## src/rtl/mod_pkg.sv

```systemverilog
package mod_pkg;

  typedef enum logic [2:0] {
    KIND_NONE  = 3'd0,
    KIND_LOAD  = 3'd1,
    KIND_STORE = 3'd2,
    KIND_LDBAR = 3'd3,
    KIND_STBAR = 3'd4,
    KIND_FULL  = 3'd5
  } mem_kind_e;

  typedef enum logic [1:0] {
    ST_AVAIL   = 2'd0,
    ST_LQ_FULL = 2'd1,
    ST_SQ_FULL = 2'd2
  } avail_e;

  function automatic logic uses_lq(input mem_kind_e k);
    return (k == KIND_LOAD) || (k == KIND_LDBAR) || (k == KIND_FULL);
  endfunction

  function automatic logic uses_sq(input mem_kind_e k);
    return (k == KIND_STORE) || (k == KIND_STBAR) || (k == KIND_FULL);
  endfunction

  function automatic avail_e pick_status(input mem_kind_e k, input logic lq_full,
                                         input logic sq_full);
    if (uses_lq(k) && lq_full) return ST_LQ_FULL;
    if (uses_sq(k) && sq_full) return ST_SQ_FULL;
    return ST_AVAIL;
  endfunction

endpackage

```

## src/rtl/mod_queue_count.sv

```systemverilog
module mod_queue_count #(
  parameter int SIZE  = 4,
  parameter int CNT_W = 4
) (
  input  logic             clk,
  input  logic             rst_n,
  input  logic             take,
  input  logic             give_back,
  output logic [CNT_W-1:0] used,
  output logic             full
);
  logic [CNT_W-1:0] used_q;
  logic             drop_one;

  assign drop_one = give_back && (used_q != '0);

  always_ff @(posedge clk or negedge rst_n) begin
    if (!rst_n) used_q <= '0;
    else        used_q <= used_q + CNT_W'(take) - CNT_W'(drop_one);
  end

  generate
    if (SIZE == 0) begin : g_unbounded
      assign full = 1'b0;
    end else begin : g_bounded
      localparam logic [CNT_W-1:0] LIMIT = CNT_W'(SIZE);
      assign full = (used_q == LIMIT);
    end
  endgenerate

  assign used = used_q;

  // no entry is taken from a full queue
  assert_no_overflow_R4: assert property (@(posedge clk) disable iff (!rst_n)
    full |-> !take);

  // a release on an empty queue leaves it empty
  assert_no_underflow_R11: assert property (@(posedge clk) disable iff (!rst_n)
    (used_q == '0 && !take) |=> (used_q == '0));

endmodule

```

## src/rtl/mod_group_alloc.sv

```systemverilog
module mod_group_alloc
  import mod_pkg::*;
#(
  parameter int ID_W = 3
) (
  input  logic            clk,
  input  logic            rst_n,
  input  logic            accept,
  input  mem_kind_e       kind,
  input  logic            no_alias,
  output logic [ID_W-1:0] gid,
  output logic            gid_new,
  output logic [ID_W-1:0] dep_ld,
  output logic [ID_W-1:0] dep_st
);
  localparam logic [ID_W-1:0] ID_MAX = '1;
  localparam logic [ID_W-1:0] ID_ONE = ID_W'(1);

  function automatic logic [ID_W-1:0] bump_id(input logic [ID_W-1:0] id);
    return (id == ID_MAX) ? ID_ONE : id + ID_ONE;
  endfunction

  logic [ID_W-1:0] cur_ld, cur_lb, cur_st, next_id;
  logic [ID_W-1:0] nx_ld, nx_lb, nx_st, nx_id;
  logic            ld_open, nx_open;

  always_comb begin
    gid     = '0;
    gid_new = 1'b0;
    dep_ld  = '0;
    dep_st  = '0;
    nx_ld   = cur_ld;
    nx_lb   = cur_lb;
    nx_st   = cur_st;
    nx_open = ld_open;
    nx_id   = next_id;
    if (accept) begin
      case (kind)
        KIND_LOAD, KIND_LDBAR: begin
          if (kind == KIND_LOAD && ld_open) begin
            gid = cur_ld;
          end else begin
            gid     = next_id;
            gid_new = 1'b1;
            dep_ld  = (kind == KIND_LOAD) ? cur_lb : cur_ld;
            dep_st  = no_alias ? '0 : cur_st;
            nx_ld   = next_id;
            if (kind == KIND_LDBAR) nx_lb = next_id;
            nx_open = (kind == KIND_LOAD);
            nx_id   = bump_id(next_id);
          end
        end
        KIND_STORE, KIND_STBAR, KIND_FULL: begin
          gid     = next_id;
          gid_new = 1'b1;
          dep_ld  = cur_ld;
          dep_st  = cur_st;
          nx_st   = next_id;
          nx_open = 1'b0;
          if (kind == KIND_FULL) begin
            nx_ld = next_id;
            nx_lb = next_id;
          end
          nx_id   = bump_id(next_id);
        end
        default: ;
      endcase
    end
  end

  always_ff @(posedge clk or negedge rst_n) begin
    if (!rst_n) begin
      cur_ld  <= '0;
      cur_lb  <= '0;
      cur_st  <= '0;
      ld_open <= 1'b0;
      next_id <= ID_ONE;
    end else begin
      cur_ld  <= nx_ld;
      cur_lb  <= nx_lb;
      cur_st  <= nx_st;
      ld_open <= nx_open;
      next_id <= nx_id;
    end
  end

  // the allocation counter never holds the reserved value 0
  assert_id_nonzero_R10: assert property (@(posedge clk) disable iff (!rst_n)
    next_id != '0);

  // opening a group moves the counter on
  assert_id_moves_R10: assert property (@(posedge clk) disable iff (!rst_n)
    gid_new |=> (next_id != $past(next_id)));

  // a joining load reports no predecessors
  assert_join_nodeps_R5: assert property (@(posedge clk) disable iff (!rst_n)
    (accept && !gid_new) |-> (dep_ld == '0 && dep_st == '0));

endmodule

```

## src/rtl/mem_order_dispatch.sv

```systemverilog
module mem_order_dispatch
  import mod_pkg::*;
#(
  parameter int LQ_SIZE = 4,
  parameter int SQ_SIZE = 2,
  parameter int ID_W    = 3,
  parameter int CNT_W   = 4
) (
  input  logic             clk,
  input  logic             rst_n,
  input  logic             cfg_no_alias,
  input  logic             disp_valid,
  input  logic [2:0]       disp_kind,
  input  logic             ld_release,
  input  logic             st_release,
  output logic [1:0]       disp_status,
  output logic             disp_accept,
  output logic [ID_W-1:0]  grp_id,
  output logic             grp_new,
  output logic [ID_W-1:0]  dep_ld_id,
  output logic [ID_W-1:0]  dep_st_id,
  output logic [CNT_W-1:0] ld_used,
  output logic [CNT_W-1:0] st_used,
  output logic             err_flag
);
  mem_kind_e kind;
  avail_e    status;
  logic      lq_full, sq_full;
  logic      take_lq, take_sq, blocked_try;
  logic      err_q;

  assign kind        = mem_kind_e'(disp_kind);
  assign status      = pick_status(kind, lq_full, sq_full);
  assign disp_status = status;
  assign disp_accept = disp_valid && (status == ST_AVAIL);
  assign blocked_try = disp_valid && (status != ST_AVAIL);
  assign take_lq     = disp_accept && uses_lq(kind);
  assign take_sq     = disp_accept && uses_sq(kind);

  mod_queue_count #(.SIZE(LQ_SIZE), .CNT_W(CNT_W)) i_lq (
    .clk(clk), .rst_n(rst_n), .take(take_lq), .give_back(ld_release),
    .used(ld_used), .full(lq_full)
  );

  mod_queue_count #(.SIZE(SQ_SIZE), .CNT_W(CNT_W)) i_sq (
    .clk(clk), .rst_n(rst_n), .take(take_sq), .give_back(st_release),
    .used(st_used), .full(sq_full)
  );

  mod_group_alloc #(.ID_W(ID_W)) i_alloc (
    .clk(clk), .rst_n(rst_n), .accept(disp_accept), .kind(kind),
    .no_alias(cfg_no_alias), .gid(grp_id), .gid_new(grp_new),
    .dep_ld(dep_ld_id), .dep_st(dep_st_id)
  );

  always_ff @(posedge clk or negedge rst_n) begin
    if (!rst_n)           err_q <= 1'b0;
    else if (blocked_try) err_q <= 1'b1;
  end
  assign err_flag = err_q;

  // only the three defined status codes appear
  assert_status_code_R1: assert property (@(posedge clk) disable iff (!rst_n)
    disp_status != 2'd3);

  // acceptance only with the available status
  assert_accept_avail_R3: assert property (@(posedge clk) disable iff (!rst_n)
    disp_accept |-> (disp_status == 2'd0));

  // the error flag holds once set
  assert_err_sticky_R3: assert property (@(posedge clk) disable iff (!rst_n)
    err_flag |=> err_flag);

  // a non-memory operation is given no group
  assert_nomem_nogroup_R2: assert property (@(posedge clk) disable iff (!rst_n)
    (disp_accept && disp_kind == 3'd0) |-> (grp_id == '0 && !grp_new));

  // store-side operations always open a group
  assert_store_fresh_R7: assert property (@(posedge clk) disable iff (!rst_n)
    (disp_accept && uses_sq(kind)) |-> grp_new);

  // a freshly opened group never carries number 0
  assert_new_nonzero_R10: assert property (@(posedge clk) disable iff (!rst_n)
    grp_new |-> (grp_id != '0));

endmodule

```

## config.mk

```make
export PLATFORM = sky130hd
export DESIGN_NAME = mem_order_dispatch
export DESIGN_NICKNAME = d
export VERILOG_FILES = /design/src/rtl/mod_pkg.sv /design/src/rtl/mod_queue_count.sv /design/src/rtl/mod_group_alloc.sv /design/src/rtl/mem_order_dispatch.sv
export SDC_FILE = /design/constraint.sdc
export NUM_CORES = 1
export LEC_CHECK = 0
export BUFFER_PORTS_ARGS = -buffer_cell sky130_fd_sc_hd__buf_2
export CORE_ASPECT_RATIO = 0.75
export CORE_MARGIN = 8
export CORE_UTILIZATION = 23
export DETAILED_ROUTE_END_ITERATION = 12
export GPL_TIMING_DRIVEN = 0
export HOLD_SLACK_MARGIN = 0.05
export SLEW_MARGIN = 20
export SYNTH_ARGS = -nofsm -noshare
export SYNTH_HDL_FRONTEND = slang
export SYNTH_SLANG_ARGS = --single-unit
export TNS_END_PERCENT = 1
```

## constraint.sdc

```tcl
create_clock -name clk -period 4.95 [get_ports clk]
set_clock_uncertainty 0.05 [all_clocks]
set_input_delay 1.485 -clock clk [delete_from_list [all_inputs] [get_ports clk]]
set_output_delay 1.485 -clock clk [all_outputs]
set_load 0.1 [all_outputs]
```

After elaboration in Yosys (flattened, before gate mapping)
Cells that the tools add are included.
- flip-flop bits (word level): 22
- input bits: 9
- logic and storage cells: 79
- $add $sub $neg: 5
- eq/ne operators: 11
- mux-type cells: 31
- reductions and logical operators: 24
- operators with widths (operator ; count):
    3-bit 2-to-1 mux ; 13
    3-bit one-hot mux with 2 select lines ; 6
    3-bit equality test, second input constant ; 3
    1-bit logical AND ; 9
    4-bit by 1-bit adder with 4-bit output ; 2
    2-bit 2-to-1 mux ; 4
    4-bit nonzero test ; 2
    4-bit by 1-bit subtractor with 4-bit output ; 2
    3-bit by 2-bit equality test with 1-bit output, second input constant ; 2
    1-bit 2-to-1 mux ; 6
    2-bit != test, second input constant ; 3
    3-bit AND reduction ; 2
    5-bit AND reduction ; 1
    4-bit by 2-bit equality test with 1-bit output, second input constant ; 1
    4-bit by 3-bit equality test with 1-bit output, second input constant ; 1
    1-bit logical OR ; 4
    1-bit one-hot mux with 2 select lines ; 2
    2-bit nonzero test ; 2
    3-bit by 1-bit adder with 3-bit output, second input constant ; 1
    3-bit by 1-bit equality test with 1-bit output, second input constant ; 1
    3-bit OR reduction ; 1
    2-bit logical NOT ; 1
    2-bit AND reduction ; 1
    2-bit OR reduction ; 1

Longest topological paths before layout
Gate-level depths: netlist of run 1.
- depth after elaboration: 13
- gate-level depth with buffers: 12

Hierarchy
From an unflattened synthesis of run 1, not the netlist that was laid out.
- cells, all modules: 148
- area, all modules: 1503.9 um2
- by module, submodules not included (module ; instances ; cells an instance ; area an instance (um2) ; seq. area each (um2)):
    mod_group_alloc ; 1 ; 80 ; 829.5 ; 326.6
    mod_queue_count at i_lq ; 1 ; 26 ; 276.5 ; 100.1
    mod_queue_count at i_sq ; 1 ; 25 ; 264.0 ; 100.1
    mem_order_dispatch ; 1 ; 17 ; 133.9 ; 25.0

Worst setup path after synthesis of run 1
No wires, ideal clock.
- path type: input to output
- start point: input disp_kind[1]
- end point: output dep_st_id[0]
- data arrival time: 3.802 ns
- slack: -0.387 ns
- stages on the path: 5
- path buffers: 1
- path through: buf_2 > nor3b_1 > o21ai_1 > and3_1 > and3_1
- longest elaborated chain between the ends: 11
- ends and longest elaborated chain (item ; RTL line ; source):
    start, declared ; mem_order_dispatch.sv:13 ; input logic [2:0] disp_kind,
    3-bit by 2-bit equality test with 1-bit output or 3-bit equality test (tied branches) ; mod_pkg.sv:23 ; return (k == KIND_STORE) || (k == KIND_STBAR) || (k == KIND_FULL);
    1-bit logical OR (2 in a row) ; mod_pkg.sv:23 ;
    1-bit logical AND ; mod_pkg.sv:29 ; if (uses_sq(k) && sq_full) return ST_SQ_FULL;
    1-bit 2-to-1 mux (2 in a row) ; mod_pkg.sv:29 ;
    2-bit 2-to-1 mux ; mod_pkg.sv:30 ; return ST_AVAIL;
    2-bit 2-to-1 mux (*) ; mod_pkg.sv:29 ;
    2-bit logical NOT (*) ; mem_order_dispatch.sv:35 ; assign disp_accept = disp_valid && (status == ST_AVAIL);
    1-bit logical AND (*) ; mem_order_dispatch.sv:35 ;
    net disp_accept ; mem_order_dispatch.sv:17 ; output logic disp_accept,
    3-bit 2-to-1 mux (*) ; mod_group_alloc.sv:37 ; if (accept) begin
    end, declared ; mem_order_dispatch.sv:21 ; output logic [ID_W-1:0] dep_st_id,
Mark *: on every way through the listed nets, which the timed path passes. The rest lies on a longest branch. The select of a mux whose other input is x is not followed.

Worst setup path in the final report of run 1
- start point: input disp_kind[1]
- end point: output dep_st_id[1]
- longest elaborated chain between the ends: 11
- ends and longest elaborated chain (item ; RTL line):
    3-bit by 2-bit equality test with 1-bit output or 3-bit equality test (tied branches) ; mod_pkg.sv:23, mod_group_alloc.sv:38
    1-bit logical OR (2 in a row) ; mod_pkg.sv:23
    1-bit logical AND ; mod_pkg.sv:29
    1-bit 2-to-1 mux (2 in a row) ; mod_pkg.sv:29
    2-bit 2-to-1 mux ; mod_pkg.sv:30
    2-bit 2-to-1 mux ; mod_pkg.sv:29
    2-bit logical NOT ; mem_order_dispatch.sv:35
    1-bit logical AND ; mem_order_dispatch.sv:35
    3-bit 2-to-1 mux (*) ; mod_group_alloc.sv:37
Every way passes the cells marked *; elsewhere a longest branch is shown, timed or not. The select of a mux whose other input is x is not followed.

==> qor.txt, run 1 <==
status -> completed
crit end category -> output pin
Core ar. -> 0.00580 mm²
Syn Nets -> 152
final WL -> 3230 µm
setup slack at placement -> 0.235 ns
Setup Fix Bufs, Post-CTS -> 0
Slew Limit Fails -> 0
worst path arrival time -> 3.21 ns
drt drc -> 0
final hold vios -> 0
WS Path Type -> in -> out
post-synthesis register bit count -> 22
Worst-path clk slew -> 0.08 ns
Cell Rows -> 24
drt first pass iters -> 3
vias per cell -> 4.40
# fillers -> 622
Die ar. -> 0.00871 mm²
multi-input logic area -> 756 µm²
CP max FO -> 10
leading cell types in the layout, fill and taps excluded -> buf_2 (32), dfrtp_1 (21), inv_1 (16)
syn avg cell area -> 10.7 µm²
count of cell types in the netlist -> 34
Setup-failing EPs final -> 0
ranking of synthesized cells by area -> dfrtp_1 (38%), ha_1 (12%), mux2_2 (9.9%)
Min-Delay Path Class -> reg -> reg
vias in the first global route -> 1097
synthesized cell area -> 0.00137 mm²
slew margin rel. -> 66.6%
CTS Hold Bufs -> 0
All-Layer GR Usage -> 7.74%
Nets -> 187
required time worst endpoint -> 3.41 ns
H-tree Lvls -> 1
I/O pin total -> 31
vias -> 1057
cells after synthesis -> 128
synth warn -> 0
Antenna diodes -> 0
commonest non-fill, non-tap cell in the layout -> buf_2
leading area contributor after synthesis -> dfrtp_1
share of cells above drive strength 1 -> 34.6%
largest net degree at the start of global routing -> 23
TritonCTS clock tree -> done
antenna viol nets, final -> 0
DRT iter0 DRCs -> 48
crit path time final -> 4.74 ns
MaxCap Viol Count -> 0
final worst slack -> 0.206 ns
Die Ht -> 82.9 µm
antenna violations before repair -> 0
f_max -> 211 MHz
total gr overflow -> 0
Chip Width -> 105 µm
Root Buffer -> clkbuf_8
Clock Path Buffers -> 2
dpl hpwl -> 2580 µm
input/output buffers -> 30
routability cong. -> 0.814
FF/Latch Area -> 552 µm²
worst skew pair latency -> 0.26 ns
CP Launch Type -> input port
register area share after synthesis -> 40.2%
worst-margin pin slew -> 0.501 ns
top cell type's share of synthesized area -> 38.3%
Initial Util -> 23.7%
RSZ-0062 raised after global routing -> no
CTS buffer count -> 3
Area Overhead vs Synth -> 22.5%
Post-CTS Resized -> 0
WL/cell -> 13.5 µm
clk sinks -> 22
period utilisation layout -> 95.8%
global-route wire length before repair -> 5480 µm
[through the flow]
stage	utilization [%]	TNS (ns)	hold WS [ns]	cell area, µm²	cells
after floorplan	-	-1.03	0.422	1380	128
after global placement	28.0	0	0.395	1630	236
after detailed placement	28.0	0	0.403	1630	236
after CTS	29.0	0	0.434	1680	240
after global routing	29.0	0	0.461	1680	240
final	29.0	0	0.437	1680	240
[worst max-delay path, stage by stage]
cell	delay, ns
buf_2	0.10
buf_2	0.16
nor3b_1	0.16
o21ai_1	0.40
and3_1	0.28
and3_2	0.20
buf_2	0.42
[cell families after synthesis]
logic type / synth area share (%)
flip-flops: 40.2
buffers and inverters: 5.11
AND/OR/NAND/NOR: 13.0
adder cells (fa/ha/maj): 14.8
multiplexers: 9.85
XOR/XNOR: 2.56
AO/OA/AOI/OAI: 14.4
[sequential cells by signal, indices dropped and copies added (netlist names)]
| name | flops |
|---|---|
| err_flag | 1 |
| i_alloc.cur_lb | 3 |
| i_alloc.cur_ld | 3 |
| i_alloc.cur_st | 3 |
| i_alloc.ld_open | 1 |
| i_alloc.next_id | 3 |
| i_lq.used | 4 |
| i_sq.used | 4 |
[worst paths after layout]
| kind | to | depth (start not counted) | slack, ns | start |
|---|---|---|---|---|
| max | dep_st_id[1] | 7 | 0.21 | disp_kind[1] |
| min | err_flag | 1 | 0.44 | err_flag |
| max reg2reg | i_sq.used[1] | 11 | 2.23 | i_lq.used[2] |
| min reg2reg | err_flag | 1 | 0.44 | err_flag |
| max in group asynchronous | i_alloc.next_id[0] | 1 | 3.36 | rst_n |
| min in group asynchronous | i_sq.used[2] | 1 | 1.12 | rst_n |
[metal layers]
metal	share of wire, %	wire (µm)	global-route usage (%)
met2	43	1380	11.6
met1	52	1680	10.4
met3	4.5	144	2.70
met5	0	0	0
met4	0.53	17	1.68
[layout make-up]
class	instances	area share, %
plain buffers	2	0.596
multi-input cells	88	45.0
inverters	16	3.57
well taps	78	5.81
clock buffers	4	3.28
flip-flops and latches	22	32.8
repair buffers	30	8.94
[synthesized netlist by cell type (all sizes together)]
cell type	instances
mux2	12
nand3	1
fa	2
nand2b	4
xor2	3
nand2	7
buf	2
a22o	6
and2	1
and3b	1
nor2b	3
xnor2	1
o31a	1
inv	16
a21boi	1
a21o	3
o21bai	1
a2111oi	1
dfrtp	21
nor2	4
a211o	1
nor3	1
nor3b	2
nor4bb	1
o21ba	1
and3	5
ha	13
dfstp	1
a21oi	6
and4bb	1
o21ai	3
o22ai	2
Power of run 1 is left out: the tool's default activity adds up to more than one toggle a clock period on the data nets, which glitch-free logic cannot reach.
==> run 2, diff against run 1 <==
Settings changed: BUFFER_PORTS_ARGS -buffer_cell sky130_fd_sc_hd__buf_2 to -buffer_cell sky130_fd_sc_hd__clkbuf_2, SKIP_CTS_REPAIR_TIMING set to 1.
==> qor.txt, run 2 (synthesis gave the netlist of run 1 again) <==
status -> completed
kind of cell adding the most delay to the critical path -> buffers and inverters
Cell Rows -> 24
worst skew pair latency -> 0.27 ns
setup slack at placement -> 0.168 ns
largest net degree at the start of global routing -> 23
Clock Path Buffers -> 2
Antenna diodes -> 0
critical path's largest stage delay -> 0.46 ns
leading cell types in the layout, fill and taps excluded -> clkbuf_2 (30), dfrtp_1 (21), inv_1 (16)
Slowest-stage cell, CP -> clkbuf_2
Slew Limit Fails -> 0
WP buf/inv -> 2
post-route setup TNS -> 0 ns
TritonCTS clock tree -> done
Crit path top cell by count -> clkbuf_2
total gr overflow -> 0
Placed Cells -> 236
MaxCap Viol Count -> 0
Worst-path clk slew -> 0.09 ns
WL/cell -> 13.0 µm
crit path time final -> 4.76 ns
final WL -> 3130 µm
Die Ht -> 82.9 µm
Chip Width -> 105 µm
global-route wire length before repair -> 5340 µm
share of cells above drive strength 1 -> 34.6%
final worst slack -> 0.193 ns
# fillers -> 612
CP max FO -> 7
commonest non-fill, non-tap cell in the layout -> clkbuf_2
required time worst endpoint -> 3.41 ns
final hold vios -> 0
vias in the first global route -> 1078
final non-filler cell area -> 0.00170 mm²
drt drc -> 0
H-tree Lvls -> 1
input/output buffers -> 30
Root Buffer -> clkbuf_8
clk sinks -> 22
slew margin rel. -> 62.1%
Post-DP Area -> 0.00163 mm²
CP Launch Type -> input port
DRT iter0 DRCs -> 39
vias -> 1041
Area Overhead vs Synth -> 23.7%
Min-Delay Path Class -> reg -> reg
antenna viol nets, final -> 0
RSZ-0062 raised after global routing -> no
CTS buffer count -> 3
Core ar. -> 0.00580 mm²
antenna violations before repair -> 0
Die ar. -> 0.00871 mm²
Initial Util -> 23.7%
drt first pass iters -> 4
fin cells -> 240
WS Path Type -> in -> out
Setup-failing EPs final -> 0
cells along the critical path -> clkbuf_2, nand2_1, a211o_1, nor3_1, a22o_1, clkbuf_2
routability cong. -> 0.814
worst-margin pin slew -> 0.569 ns
dpl hpwl -> 2530 µm
Nets -> 187
vias per cell -> 4.34
f_max -> 210 MHz
crit end category -> output pin
worst path arrival time -> 3.22 ns
All-Layer GR Usage -> 7.43%
period utilisation layout -> 96.1%
I/O pin total -> 31
## run 2: worst register-to-register path: stages (launching register included)
cell and delay, ns:
dfrtp_1 0.41, ha_1 0.24, and4bb_2 0.25, o21ba_2 0.24, nor2_1 0.29, inv_1 0.08, ha_1 0.29, inv_1 0.05
ha_1 0.16, inv_1 0.06, fa_1 0.37, xnor2_1 0.14
## run 2: layout make-up
cell class                 instances  area [µm²]  share of cell area, %
multi-input combinational         88         756                   44.5
clock buffer                       3        41.3                   2.43
inverter                          16        60.1                   3.54
buffer                             2        10.0                  0.590
timing repair buffer              30         150                   8.85
sequential                        22         552                   32.5
tap                               78        97.6                   5.75
clock inverter                     1        30.0                   1.77
## run 2: final timing paths
kind	startpoint	cells past startpoint	slack (ns)	to
min in group asynchronous	rst_n	1	1.14	i_sq.used[2]
worst min-delay path	err_flag	1	0.42	err_flag
worst max-delay path	disp_kind[0]	6	0.19	dep_ld_id[1]
max in group asynchronous	rst_n	1	3.33	i_alloc.cur_ld[1]
worst min register to register	err_flag	1	0.42	err_flag
worst max register to register	i_lq.used[2]	11	2.21	i_sq.used[2]
## run 2: per-stage QoR
step | hold slack (ns) | util, %
5_1_grt | 0.453 | 29.3
3_3_place_gp | 0.398 | 28.0
3_5_place_dp | 0.394 | 28.0
2_1_floorplan | 0.422 | -
4_1_cts | 0.422 | 29.3
6_report | 0.423 | 29.3
## run 2: per-layer routing
layer	GRT usage, %	up-vias	part of all wire (%)
li1	-	522	-
met1	10.3	493	52
met2	10.8	21	42
met3	2.78	5	5.0
met4	1.16	0	0.54
met5	0	-	0
Power of run 2 is left out for the same reason.
==> run 3, diff against run 2 <==
Settings changed: CTS_BUF_LIST set to sky130_fd_sc_hd__clkbuf_2.
==> qor.txt, run 3 (synthesis gave the netlist of run 1 again) <==
status -> completed
WS Path Type -> in -> out
Nets -> 187
vias in the first global route -> 1079
GR Util met1 -> 10.3%
total gr overflow -> 0
input/output buffers -> 30
CP Launch Type -> input port
antenna viol nets, final -> 0
Clock Path Buffers -> 2
All-Layer GR Usage -> 7.43%
drt drc -> 0
commonest non-fill, non-tap cell in the layout -> clkbuf_2
post-route setup TNS -> 0 ns
Chip Width -> 105 µm
Area Overhead vs Synth -> 21.8%
Core ar. -> 0.00580 mm²
final worst slack -> 0.189 ns
Worst-path clk slew -> 0.23 ns
RSZ-0062 raised after global routing -> no
leading cell types in the layout, fill and taps excluded -> clkbuf_2 (33), dfrtp_1 (21), inv_1 (16)
Die ar. -> 0.00871 mm²
final core utilization -> 28.8%
global-route wire length before repair -> 5330 µm
final hold vios -> 0
met2 usage -> 10.7%
Slowest-stage cell, CP -> clkbuf_2
period utilisation layout -> 96.2%
Setup-failing EPs final -> 0
required time worst endpoint -> 3.41 ns
CP max FO -> 7
WL/cell -> 13.2 µm
vias per cell -> 4.34
largest net degree at the start of global routing -> 23
CTS buffer count -> 3
Antenna diodes -> 0
share of cells above drive strength 1 -> 34.6%
Min-Delay Path Class -> reg -> reg
Top Usage Layer GRT -> met2
worst-margin pin slew -> 0.571 ns
I/O pin total -> 31
Root Buffer -> clkbuf_2
worst skew pair latency -> 0.35 ns
Crit path top cell by count -> clkbuf_2
slew margin rel. -> 61.9%
cells along the critical path -> clkbuf_2, nand2_1, a211o_1, nor3_1, a22o_1, clkbuf_2
final WL -> 3160 µm
drt first pass iters -> 4
Cell Rows -> 24
dpl hpwl -> 2530 µm
crit end category -> output pin
Initial Util -> 23.7%
Post-DP Area -> 0.00163 mm²
crit path time final -> 4.76 ns
f_max -> 210 MHz
H-tree Lvls -> 1
critical path's largest stage delay -> 0.46 ns
TritonCTS clock tree -> done
setup slack at placement -> 0.168 ns
vias -> 1042
MaxCap Viol Count -> 0
final non-filler cell area -> 0.00167 mm²
routability cong. -> 0.814
worst path arrival time -> 3.23 ns
Die Ht -> 82.9 µm
antenna violations before repair -> 0
DRT iter0 DRCs -> 47
clk sinks -> 22
met3 usage -> 2.85%
Slew Limit Fails -> 0
==> run 3: cell count changes in the layout (fill, tap and decap cells not counted) <==
cell,change
clkbuf_2,+3
clkbuf_8,-3
==> run 3: area by class of cell <==
type	count	area (µm²)
Tap cell	78	97.6
Clock buffer	3	15.0
Fill cell	616	4130
Sequential cell	22	552
Buffer	2	10.0
Inverter	16	60.1
Multi-Input combinational cell	88	756
Clock inverter	1	30.0
Timing Repair Buffer	30	150
==> run 3: routing by layer <==
metal	wire (µm)	vias up
met4	15	0
met5	0	-
li1	-	518
met2	1300	23
met3	161	2
met1	1680	499
==> run 3: worst max-delay path, delay by kind of cell <==
| family | cells | cell delay (ns) |
|---|---|---|
| buf+inv | 2 | 0.63 |
| compound gates | 2 | 0.59 |
| simple gates | 2 | 0.51 |
==> run 3: stage by stage <==
stage	hold WS, ns	std cells
after detailed placement	0.394	236
final	0.448	240
after global placement	0.398	236
after CTS	0.452	240
after global routing	0.484	240
after floorplan	0.422	128
==> run 3: worst paths after layout <==
kind / start / to / slack, ns / cells past startpoint
max: disp_kind[0] / dep_ld_id[1] / 0.19 / 6
min: err_flag / err_flag / 0.45 / 1
max reg2reg: i_lq.used[2] / i_sq.used[2] / 2.19 / 11
min reg2reg: err_flag / err_flag / 0.45 / 1
max in group asynchronous: rst_n / i_alloc.next_id[0] / 3.45 / 1
min in group asynchronous: rst_n / i_sq.used[2] / 1.03 / 1
Power of run 3 is left out for the same reason.
